## src/rtl/ptrim_pkg.sv

```systemverilog
package ptrim_pkg;

    typedef enum logic [1:0] {
        ST_ARM  = 2'b00,
        ST_SPAN = 2'b01,
        ST_EVAL = 2'b10
    } ptrim_state_e;

    typedef enum logic [1:0] {
        EDGE_RISE = 2'b00,
        EDGE_FALL = 2'b01,
        EDGE_QUAD = 2'b10,
        EDGE_ALT  = 2'b11
    } edge_sel_e;

    typedef enum logic [1:0] {
        TRIM_HOLD = 2'b00,
        TRIM_UP   = 2'b01,
        TRIM_DOWN = 2'b10
    } trim_dir_e;

endpackage

```

## src/rtl/ptrim_evt_qual.sv

```systemverilog
module ptrim_evt_qual
    import ptrim_pkg::*;
#(
    parameter int SYNC_STAGES = 2,
    parameter int PRESCALE    = 4
) (
    input  logic       clk,
    input  logic       rst_n,
    input  logic       evt_async,
    input  logic [1:0] edge_sel,
    output logic       hit
);
    localparam int CW = (PRESCALE > 1) ? $clog2(PRESCALE) : 1;
    localparam logic [CW-1:0] DIV_LAST = CW'(PRESCALE - 1);
    localparam logic [CW-1:0] DIV_ONE  = CW'(1);

    logic [SYNC_STAGES-1:0] sync_q;
    logic                   prev_q;
    logic [CW-1:0]          div_q;
    logic                   lvl;
    logic                   rise;
    logic                   fall;
    logic                   group_end;

    // synchronizer chain, one flop per stage
    for (genvar gi = 0; gi < SYNC_STAGES; gi++) begin : g_sync
        if (gi == 0) begin : g_first
            always_ff @(posedge clk or negedge rst_n) begin
                if (!rst_n) sync_q[gi] <= 1'b0;
                else        sync_q[gi] <= evt_async;
            end
        end else begin : g_next
            always_ff @(posedge clk or negedge rst_n) begin
                if (!rst_n) sync_q[gi] <= 1'b0;
                else        sync_q[gi] <= sync_q[gi-1];
            end
        end
    end

    assign lvl = sync_q[SYNC_STAGES-1];

    always_ff @(posedge clk or negedge rst_n) begin
        if (!rst_n) prev_q <= 1'b0;
        else        prev_q <= lvl;
    end

    assign rise      = lvl & ~prev_q;
    assign fall      = ~lvl & prev_q;
    assign group_end = (div_q == DIV_LAST);

    // rising-edge group counter, only active in divide mode
    always_ff @(posedge clk or negedge rst_n) begin
        if (!rst_n) begin
            div_q <= '0;
        end else if (edge_sel != EDGE_QUAD) begin
            div_q <= '0;
        end else if (rise) begin
            div_q <= group_end ? '0 : div_q + DIV_ONE;
        end
    end

    always_comb begin
        unique case (edge_sel)
            EDGE_FALL: hit = fall;
            EDGE_QUAD: hit = rise & group_end;
            default:   hit = rise;
        endcase
    end

endmodule

```

## src/rtl/ptrim_timer.sv

```systemverilog
module ptrim_timer #(
    parameter int TW = 16
) (
    input  logic          clk,
    input  logic          rst_n,
    output logic [TW-1:0] count
);
    localparam logic [TW-1:0] STEP = TW'(1);

    always_ff @(posedge clk or negedge rst_n) begin
        if (!rst_n) count <= '0;
        else        count <= count + STEP;
    end

endmodule

```

## src/rtl/ptrim_judge.sv

```systemverilog
module ptrim_judge
    import ptrim_pkg::*;
#(
    parameter int TW = 16
) (
    input  logic [TW-1:0] delta,
    input  logic [TW-1:0] expect_cnt,
    input  logic [TW-1:0] tol,
    output trim_dir_e     dir
);
    localparam int EW = TW + 1;

    logic [EW-1:0] delta_x;
    logic [EW-1:0] upper_x;
    logic [EW-1:0] lifted_x;
    logic [EW-1:0] expect_x;

    assign delta_x  = {1'b0, delta};
    assign expect_x = {1'b0, expect_cnt};
    assign upper_x  = expect_x + {1'b0, tol};
    assign lifted_x = delta_x + {1'b0, tol};

    always_comb begin
        if (delta_x > upper_x)       dir = TRIM_DOWN;
        else if (lifted_x < expect_x) dir = TRIM_UP;
        else                          dir = TRIM_HOLD;
    end

endmodule

```

## src/rtl/ptrim_tune.sv

```systemverilog
module ptrim_tune
    import ptrim_pkg::*;
#(
    parameter int TUNE_W = 5
) (
    input  logic              clk,
    input  logic              rst_n,
    input  logic              apply,
    input  trim_dir_e         dir,
    output logic [TUNE_W-1:0] code
);
    localparam logic [TUNE_W-1:0] CODE_MAX = {1'b0, {(TUNE_W-1){1'b1}}};
    localparam logic [TUNE_W-1:0] CODE_MIN = {1'b1, {(TUNE_W-1){1'b0}}};
    localparam logic [TUNE_W-1:0] ONE      = TUNE_W'(1);

    always_ff @(posedge clk or negedge rst_n) begin
        if (!rst_n) begin
            code <= '0;
        end else if (apply) begin
            unique case (dir)
                TRIM_UP:   if (code != CODE_MAX) code <= code + ONE;
                TRIM_DOWN: if (code != CODE_MIN) code <= code - ONE;
                default:   ;
            endcase
        end
    end

endmodule

```

## src/rtl/ptrim_ctrl.sv

```systemverilog
module ptrim_ctrl
    import ptrim_pkg::*;
#(
    parameter int TW          = 16,
    parameter int TUNE_W      = 5,
    parameter int SYNC_STAGES = 2,
    parameter int PRESCALE    = 4
) (
    input  logic              clk,
    input  logic              rst_n,
    input  logic              evt_async,
    input  logic [TW-1:0]     cfg_expect,
    input  logic [TW-1:0]     cfg_tol,
    input  logic [1:0]        cfg_edge,
    output logic [TW-1:0]     cap_first,
    output logic [TW-1:0]     cap_last,
    output logic [TW-1:0]     meas_delta,
    output logic [TUNE_W-1:0] tune_code,
    output logic              cap_stb,
    output logic              meas_done
);
    ptrim_state_e  state_q;
    ptrim_state_e  state_d;
    logic          hit;
    logic [TW-1:0] now;
    logic          eval_now;
    trim_dir_e     dir;

    ptrim_evt_qual #(
        .SYNC_STAGES (SYNC_STAGES),
        .PRESCALE    (PRESCALE)
    ) u_qual (
        .clk       (clk),
        .rst_n     (rst_n),
        .evt_async (evt_async),
        .edge_sel  (cfg_edge),
        .hit       (hit)
    );

    ptrim_timer #(.TW(TW)) u_timer (
        .clk   (clk),
        .rst_n (rst_n),
        .count (now)
    );

    // state register
    always_ff @(posedge clk or negedge rst_n) begin
        if (!rst_n) state_q <= ST_ARM;
        else        state_q <= state_d;
    end

    always_comb begin
        state_d = state_q;
        unique case (state_q)
            ST_ARM:  if (hit) state_d = ST_SPAN;
            ST_SPAN: if (hit) state_d = ST_EVAL;
            ST_EVAL: state_d = ST_ARM;
            default: state_d = ST_ARM;
        endcase
    end

    // outputs and capture datapath
    always_ff @(posedge clk or negedge rst_n) begin
        if (!rst_n) begin
            cap_first  <= '0;
            cap_last   <= '0;
            meas_delta <= '0;
            cap_stb    <= 1'b0;
            meas_done  <= 1'b0;
        end else begin
            cap_stb   <= 1'b0;
            meas_done <= (state_q == ST_EVAL);
            unique case (state_q)
                ST_ARM: begin
                    if (hit) begin
                        cap_first <= now;
                        cap_stb   <= 1'b1;
                    end
                end
                ST_SPAN: begin
                    if (hit) begin
                        cap_last   <= now;
                        meas_delta <= now - cap_first;
                        cap_stb    <= 1'b1;
                    end
                end
                default: ;
            endcase
        end
    end

    assign eval_now = (state_q == ST_EVAL);

    ptrim_judge #(.TW(TW)) u_judge (
        .delta      (meas_delta),
        .expect_cnt (cfg_expect),
        .tol        (cfg_tol),
        .dir        (dir)
    );

    ptrim_tune #(.TUNE_W(TUNE_W)) u_tune (
        .clk   (clk),
        .rst_n (rst_n),
        .apply (eval_now),
        .dir   (dir),
        .code  (tune_code)
    );

endmodule

```

## config.mk

```make
export PLATFORM = sky130hd
export DESIGN_NAME = ptrim_ctrl
export DESIGN_NICKNAME = d
export VERILOG_FILES = /design/src/rtl/ptrim_pkg.sv /design/src/rtl/ptrim_evt_qual.sv /design/src/rtl/ptrim_timer.sv /design/src/rtl/ptrim_judge.sv /design/src/rtl/ptrim_tune.sv /design/src/rtl/ptrim_ctrl.sv
export SDC_FILE = /design/constraint.sdc
export NUM_CORES = 1
export LEC_CHECK = 0
export ABC_AREA = 1
export ABC_CLOCK_PERIOD_IN_PS = 3500
export CAP_MARGIN = 20
export CORE_MARGIN = 10
export CORE_UTILIZATION = 56
export DETAILED_ROUTE_END_ITERATION = 8
export PLACE_DENSITY = 0.92
export SLEW_MARGIN = 20
export SYNTH_ARGS = -nofsm -noshare
export SYNTH_HDL_FRONTEND = slang
export SYNTH_SLANG_ARGS = --single-unit
```

## constraint.sdc

```tcl
create_clock -name clk -period 3.5 [get_ports clk]
set_input_delay 0.525 -clock clk [delete_from_list [all_inputs] [get_ports clk]]
set_output_delay 0.525 -clock clk [all_outputs]
set_load 0.02 [all_outputs]
```

==> summary.md, run 1 <==
| Metric | Value |
|---|---|
| CP max stage delay | `300 ps` |
| Failing checks | `negative setup slack` |
| Synth Instances | `772` |
| Cell area after synthesis | `6150 um^2` |
| Antenna viol nets, final | `0` |
| Critical-path top delay cell | `ha_1` |
| Post-synth EDFFs | `0` |
| Post-route cell area | `8480 um^2` |
| Yosys cell types | `46` |
| Max Root-Sink Buffers | `2` |
| Startpoint types | `input pin` |
| R2R setup slack | `150 ps` |
| Endpoint of the worst register-to-register path | `u_tune.code[4]` |
| Core Area | `10800 um^2` |
| Slew @ Worst Pin | `983 ps` |
| Clk_lat worst skew | `360 ps` |
| Reg2reg start | `meas_delta[0]` |
| Most frequent CP cell | `nand2_1` |
| Asr flop ratio synth | `1.00` |
| Reg clk slew, reported paths | `90 ps` |
| Drt wl/cell | `17.1 um` |
| Max Cap Viol | `0` |
| H-tree level count | `3` |
| Most frequent cells in the layout | `nand2_1, inv_1, buf_4` |
| Unrepaired setup endpoints after global routing | `yes` |
| Number of global-route vias before repair | `6279` |
| WL final | `18.9 mm` |
| Total global-route track usage | `0.220` |
| Total negative slack | `-1150 ps` |
| Final #Nets | `1084` |
| HPWL after DPL | `12.8 mm` |
| Worst-case reg-to-reg path depth | `21` |
| Total power | `0.00585 W` |
| Syn. warnings | `0` |
| Vias/cell | `around 5.6` |
| Max frequency | `249 MHz` |
| Initial antenna violation count | `0` |
| Worst EP required | `3760 ps` |
| Area Overhead vs Synth | `37.9%` |
| Die Y | `125 um` |
| Hold Buf Count CTS | `0` |
| Gr ovfl total | `0` |
| Count of input and output buffers | `around 90` |
| Pre-Repair DR Iteration Count | `7` |
| Pwr dens | `689 nW/um^2` |
| Synth Flop Type | `dfrtp_1` |
| Crit-path max FO | `3` |
| Die Wd | `125 um` |
| Sw Pwr | `about 0.0026 W` |
| Setup violators final | `5` |
| # IOs | `92` |
| Clock share of power | `0.134` |
| Outcome | `finished, violations left` |
| Worst Skew | `13.6 ps` |
| N_diodes | `0` |
| VDD IR max | `about 0.52 mV` |
| Drt drc | `0` |
| Share of layout cells above drive strength 1 | `0.222` |
| Period utilisation layout | `1.15` |
| Combinational fraction of design power | `0.639` |
| CTS buffer count | `9` |
| Pleak | `4.33 nW` |
| DIE AREA | `15600 um^2` |
| Final Hold Fails | `0` |
| Most common cell after layout, fill and taps aside | `nand2_1` |
| Final WS setup | `-517 ps` |
| Critical path class | `in2reg` |
| CP Data Arrival Time | `~4300 ps` |
| Slew Limit Headroom | `0.345` |
| Number of synthesized register bits | `78` |
| Sequential share of the synthesized area | `0.317` |
| Clk Tree Root Cell | `clkbuf_8` |
| Pin count of the biggest net entering global routing | `79` |
| Initial cell density of the core | `0.570` |
| Final max-slew violation count | `0` |
| Mapped Nets | `898` |
| Seq pwr share | `0.228` |
| Vias | `6148` |
| Worst hold path type | `in2async` |
| Std cell rows | `38` |
| Iter 0 DRT Violations | `between 400 and 500` |
| CTS tree | `yes` |
| Crit path capture type | `flop` |
| Hold_ws | `between 300 and 400 ps` |
| Global-route wire length before repair | `just under 30 mm` |
| Routability congestion estimate | `0.895` |
| DP Area | `7850 um^2` |
| Sw frac | `0.453` |
| Pint | `0.00320 W` |
| Final min period | `roughly 4000 ps` |
| Mean area per synthesized cell | `7.97 um^2` |
| Clk sinks | `78` |
[power by group through the flow]
stage,clock network [W],logic (W),registers (W)
2_1_floorplan,0,0.00185,0.00149
3_3_place_gp,0,0.00317,0.00132
3_5_place_dp,0,0.00332,0.00134
4_1_cts,0.000783,0.00341,0.00132
5_1_grt,0.000825,0.00407,0.00135
6_report,0.000781,0.00373,0.00133
[cells by family after synthesis]
family | Yosys count | share of synthesized area
buf+inv | 125 | 0.0765
simple gates | 283 | 0.211
flops | 78 | 0.317
xor+xnor | 51 | 0.0726
fa+ha+maj | 89 | 0.186
compound gates | 146 | 0.137
[through the flow]
step	instances	utilization	worst slack, ps
global route	1103	0.786	-666
global placement	1072	0.728	-894
finish	1103	0.786	-517
detailed placement	1072	0.728	-1050
floorplan	772	-	-311
CTS	1099	0.768	-138
[timing repair]
action	4_1_cts	5_1_grt
gates resized for setup	85	33
setup endpoints to repair	5	5
setup buffers	11	4
pin swaps	54	34
cloned	0	0
[cells in the mapped netlist (2+ instances only)]
| cell type | number | area, um^2 |
|---|---|---|
| inv_1 | 109 | 409 |
| nand4_1 | 3 | 18.8 |
| xor2_1 | 39 | 342 |
| a21o_1 | 2 | 15.0 |
| o21ai_2 | 4 | 35.0 |
| o21ai_0 | 58 | 290 |
| nand2_1 | 176 | 661 |
| a31o_2 | 2 | 17.5 |
| nand3_1 | 29 | 145 |
| clkbuf_1 | 8 | 30.0 |
| xnor2_1 | 12 | 105 |
| inv_2 | 6 | 22.5 |
| a21boi_2 | 2 | 22.5 |
| nor3_1 | 9 | 45.0 |
| nor4_1 | 2 | 12.5 |
| nand2_4 | 2 | 22.5 |
| o21ai_1 | 2 | 10.0 |
| o31ai_1 | 3 | 22.5 |
| a211oi_1 | 4 | 30.0 |
| ha_1 | 85 | 1060 |
| nand2_2 | 3 | 18.8 |
| o21bai_1 | 6 | 45.0 |
| nor2_1 | 37 | 139 |
| or2_1 | 2 | 12.5 |
| a21oi_2 | 2 | 17.5 |
| a21oi_1 | 48 | 240 |
| dfrtp_1 | 78 | 1950 |
| nand3_2 | 8 | 80.1 |
| nor2_2 | 2 | 12.5 |
| nor2_4 | 2 | 22.5 |
| fa_1 | 4 | 80.1 |
| o21a_1 | 2 | 15.0 |
| nor3_4 | 2 | 32.5 |
| a31oi_1 | 7 | 43.8 |
[state kept, by name (all words and copies together), names as in the netlist]
register and count:
cap_first 16, cap_last 16, meas_delta 16, u_timer.count 16, u_tune.code 5, state_q 2, u_qual.div_q 2, cap_stb 1
meas_done 1, u_qual.lvl 1, u_qual.prev_q 1, u_qual.sync_q 1
[final cells by class]
cell class                      instances  area [um^2]
Inverter                              116          440
Sequential cell                        78         1950
Timing Repair Buffer                  184         1580
Clock buffer                            9          124
Multi-Input combinational cell        569         4100
Clock inverter                          7          105
Tap cell                              140          175
Fill cell                             667         2310
[layer usage]
| metal | up-vias | global-route usage | wire length (um) |
|---|---|---|---|
| met1 | 2922 | 0.243 | 7290 |
| met5 | - | 0 | 0 |
| met2 | 236 | 0.404 | 9600 |
| met4 | 0 | 0.0795 | 845 |
| met3 | 78 | 0.0481 | 1130 |
| li1 | 2912 | - | - |
[worst max-delay path: cells and delay by family]
kind	cells	cell delay, ps
and+or+nand+nor	15	1220
xor gates and xnor gates	2	400
AOI/OAI and AO/OA	6	940
buffers and inverters	5	390
adders and majority gates	3	810
[worst max-delay path by stage]
stage | startpoint | endpoint | depth (start not counted)
after floorplan | cfg_expect[0] | u_tune.code[4] | 28
after global placement | cfg_expect[0] | u_tune.code[4] | 29
after detailed placement | cfg_expect[0] | u_tune.code[4] | 31
after CTS | cfg_tol[2] | u_tune.code[4] | 29
after global routing | cfg_expect[1] | u_tune.code[4] | 31
final | cfg_tol[2] | u_tune.code[4] | 31
Note: power is estimated with default switching activity, not from simulation.
==> run 2, diff against run 1 <==
CTS_CLUSTER_DIAMETER = 120   (was not set)
PLACE_DENSITY = 0.88   (was 0.92)
==> summary.md, run 2 (same netlist as run 1, synthesis figures left out) <==
| Metric | Value |
|---|---|
| Period utilisation layout | `1.07 (-0.0798)` |
| Worst hold path type | `in2async` |
| Iter 0 DRT Violations | `356 (-12%)` |
| Die Y | `125 um (unchanged)` |
| Slew Limit Headroom | `0.366 (+0.0215)` |
| Post-route cell area | `8390 um^2 (-1.1%)` |
| Share of layout cells above drive strength 1 | `0.219 (-0.00312)` |
| Drt wl/cell | `15.1 um (-11%)` |
| Area Overhead vs Synth | `36.4%` |
| Gr ovfl total | `0 (unchanged)` |
| Most frequent cells in the layout | `nand2_1, inv_1, buf_4` |
| Vias | `5853 (-4.8%)` |
| Failing checks | `negative setup slack` |
| Max Cap Viol | `0 (unchanged)` |
| Final Hold Fails | `0 (unchanged)` |
| Core Area | `10800 um^2 (unchanged)` |
| Setup violators final | `3 (-2)` |
| Initial antenna violation count | `0 (unchanged)` |
| Initial cell density of the core | `0.570 (unchanged)` |
| Final WS setup | `-237 ps (+279 ps)` |
| Final #Nets | `1085 (+0.092%)` |
| Pint | `0.00310 W (-3.1%)` |
| CTS buffer count | `9 (unchanged)` |
| Endpoint of the worst register-to-register path | `u_tune.code[2]` |
| HPWL after DPL | `12.1 mm (-4.8%)` |
| DIE AREA | `15600 um^2 (unchanged)` |
| Clk Tree Root Cell | `clkbuf_8` |
| Unrepaired setup endpoints after global routing | `yes` |
| Critical path class | `in2reg` |
| Most common cell after layout, fill and taps aside | `nand2_1` |
| Pin count of the biggest net entering global routing | `79 (unchanged)` |
| Pre-Repair DR Iteration Count | `5 (-2)` |
| Seq pwr share | `0.238 (+0.010)` |
| Most frequent CP cell | `nand2_1` |
| Crit path capture type | `flop` |
| Crit-path max FO | `4 (+1)` |
| Antenna viol nets, final | `0 (unchanged)` |
| Max Root-Sink Buffers | `2 (unchanged)` |
| Sw Pwr | `0.00247 W (-6.7%)` |
| Clock share of power | `0.117 (-0.017)` |
| Worst-case reg-to-reg path depth | `21 (unchanged)` |
| Total negative slack | `-544 ps (+606 ps)` |
| Clk sinks | `78 (unchanged)` |
| Slew @ Worst Pin | `950 ps (-32.2 ps)` |
| Count of input and output buffers | `91 (unchanged)` |
| Combinational fraction of design power | `0.645 (+0.006)` |
| Post-Place Cells | `1074 (+0.19%)` |
| Pre-CTS WS | `-987 ps (+58.9 ps)` |
| Reg clk slew, reported paths | `80 ps (about the same)` |
| R2R setup slack | `90 ps (-60 ps)` |
| Clk_lat worst skew | `360 ps (about the same)` |
| CP Data Arrival Time | `3990 ps (-290 ps)` |
| # fillers | `703 (+5.4%)` |
| Non-Filler Instances | `1103 (unchanged)` |
| Worst EP required | `3750 ps (about the same)` |
| CP max stage delay | `330 ps (+30 ps)` |
| # IOs | `92 (unchanged)` |
| Max frequency | `268 MHz (+7.5%)` |
| Final min period | `3740 ps (-279 ps)` |
| Final max-slew violation count | `0 (unchanged)` |
| Reg2reg start | `meas_delta[0]` |
| Vias/cell | `5.31 (-4.8%)` |
| Drt drc | `0 (unchanged)` |
| N_diodes | `0 (unchanged)` |
| Die Wd | `125 um (unchanged)` |
| Core Util, Final | `0.777 (-0.00870)` |
| Pleak | `4.30 nW (-0.55%)` |
| Total global-route track usage | `0.201 (-0.0193)` |
| Critical-path top delay cell | `ha_1` |
| DP Area | `7870 um^2 (+0.19%)` |
| CTS tree | `yes` |
| Startpoint types | `input pin` |
| Outcome | `finished, violations left` |
| Pwr dens | `664 nW/um^2 (-3.6%)` |
| Sw frac | `0.443 (-0.00936)` |
| WL final | `16.7 mm (-11%)` |
| Routability congestion estimate | `0.907 (+1.3%)` |
| VDD IR max | `0.476 mV (-8.0%)` |
| Worst Skew | `9.63 ps (-3.93 ps)` |
| Std cell rows | `38 (unchanged)` |
| H-tree level count | `3 (unchanged)` |
| Global-route wire length before repair | `26.9 mm (-7.8%)` |
| Hold Buf Count CTS | `0 (unchanged)` |
| Number of global-route vias before repair | `5938 (-5.4%)` |
==> run 2: power by group through the flow <==
stage	Combinational, W	Sequential (W)	Clock (W)
6_report	0.00359	0.00133	0.000652
5_1_grt	0.00397	0.00135	0.000695
2_1_floorplan	0.00185	0.00149	0
3_5_place_dp	0.00327	0.00133	0
4_1_cts	0.00336	0.00132	0.000658
3_3_place_gp	0.00318	0.00133	0
==> run 2: worst max-delay path, delay by kind of cell <==
| family | cells | cell delay [ps] |
|---|---|---|
| simple gates | 16 | 1260 |
| fa+ha+maj | 3 | 850 |
| buf+inv | 6 | 690 |
| compound gates | 3 | 380 |
| xor+xnor | 2 | 300 |
==> run 2: cell type report <==
class / instances / area [um^2] / area share
multi-input cells: 569 / 4040 / 0.481
flip-flops and latches: 78 / 1950 / 0.233
repair buffers: 185 / 1600 / 0.191
inverters: 116 / 438 / 0.0522
well taps: 140 / 175 / 0.0209
clock buffers: 9 / 124 / 0.0148
clock inverters: 6 / 63.8 / 0.00761
==> run 2: through the flow <==
stage | hold slack (ps) | power [W]
2_1_floorplan | 229 | 0.00334
3_3_place_gp | 333 | 0.00450
3_5_place_dp | 349 | 0.00461
4_1_cts | 359 | 0.00534
5_1_grt | 367 | 0.00602
6_report | 316 | 0.00557
==> run 2: worst max-delay path by stage <==
stage / from / to / depth (start not counted)
2_1_floorplan: cfg_expect[0] / u_tune.code[4] / 28
3_3_place_gp: cfg_expect[0] / u_tune.code[4] / 29
3_5_place_dp: cfg_expect[0] / u_tune.code[4] / 29
4_1_cts: cfg_tol[0] / u_tune.code[4] / 31
5_1_grt: cfg_tol[7] / u_tune.code[4] / 28
6_report: cfg_tol[6] / u_tune.code[4] / 30
==> run 2: repair_timing <==
| item | CTS | global route |
|---|---|---|
| endpoints found under the setup margin | 5 | 5 |
| buffers inserted | 8 | 6 |
| pin swaps | 56 | 33 |
| resized for setup | 83 | 26 |
==> run 2: metal layers <==
metal / global-route usage / vias up / wire (um)
met5: 0 / - / 0
met4: 0.0713 / 0 / 442
met3: 0.0464 / 35 / 915
met2: 0.352 / 160 / 8200
met1: 0.234 / 2740 / 7150
li1: - / 2918 / -
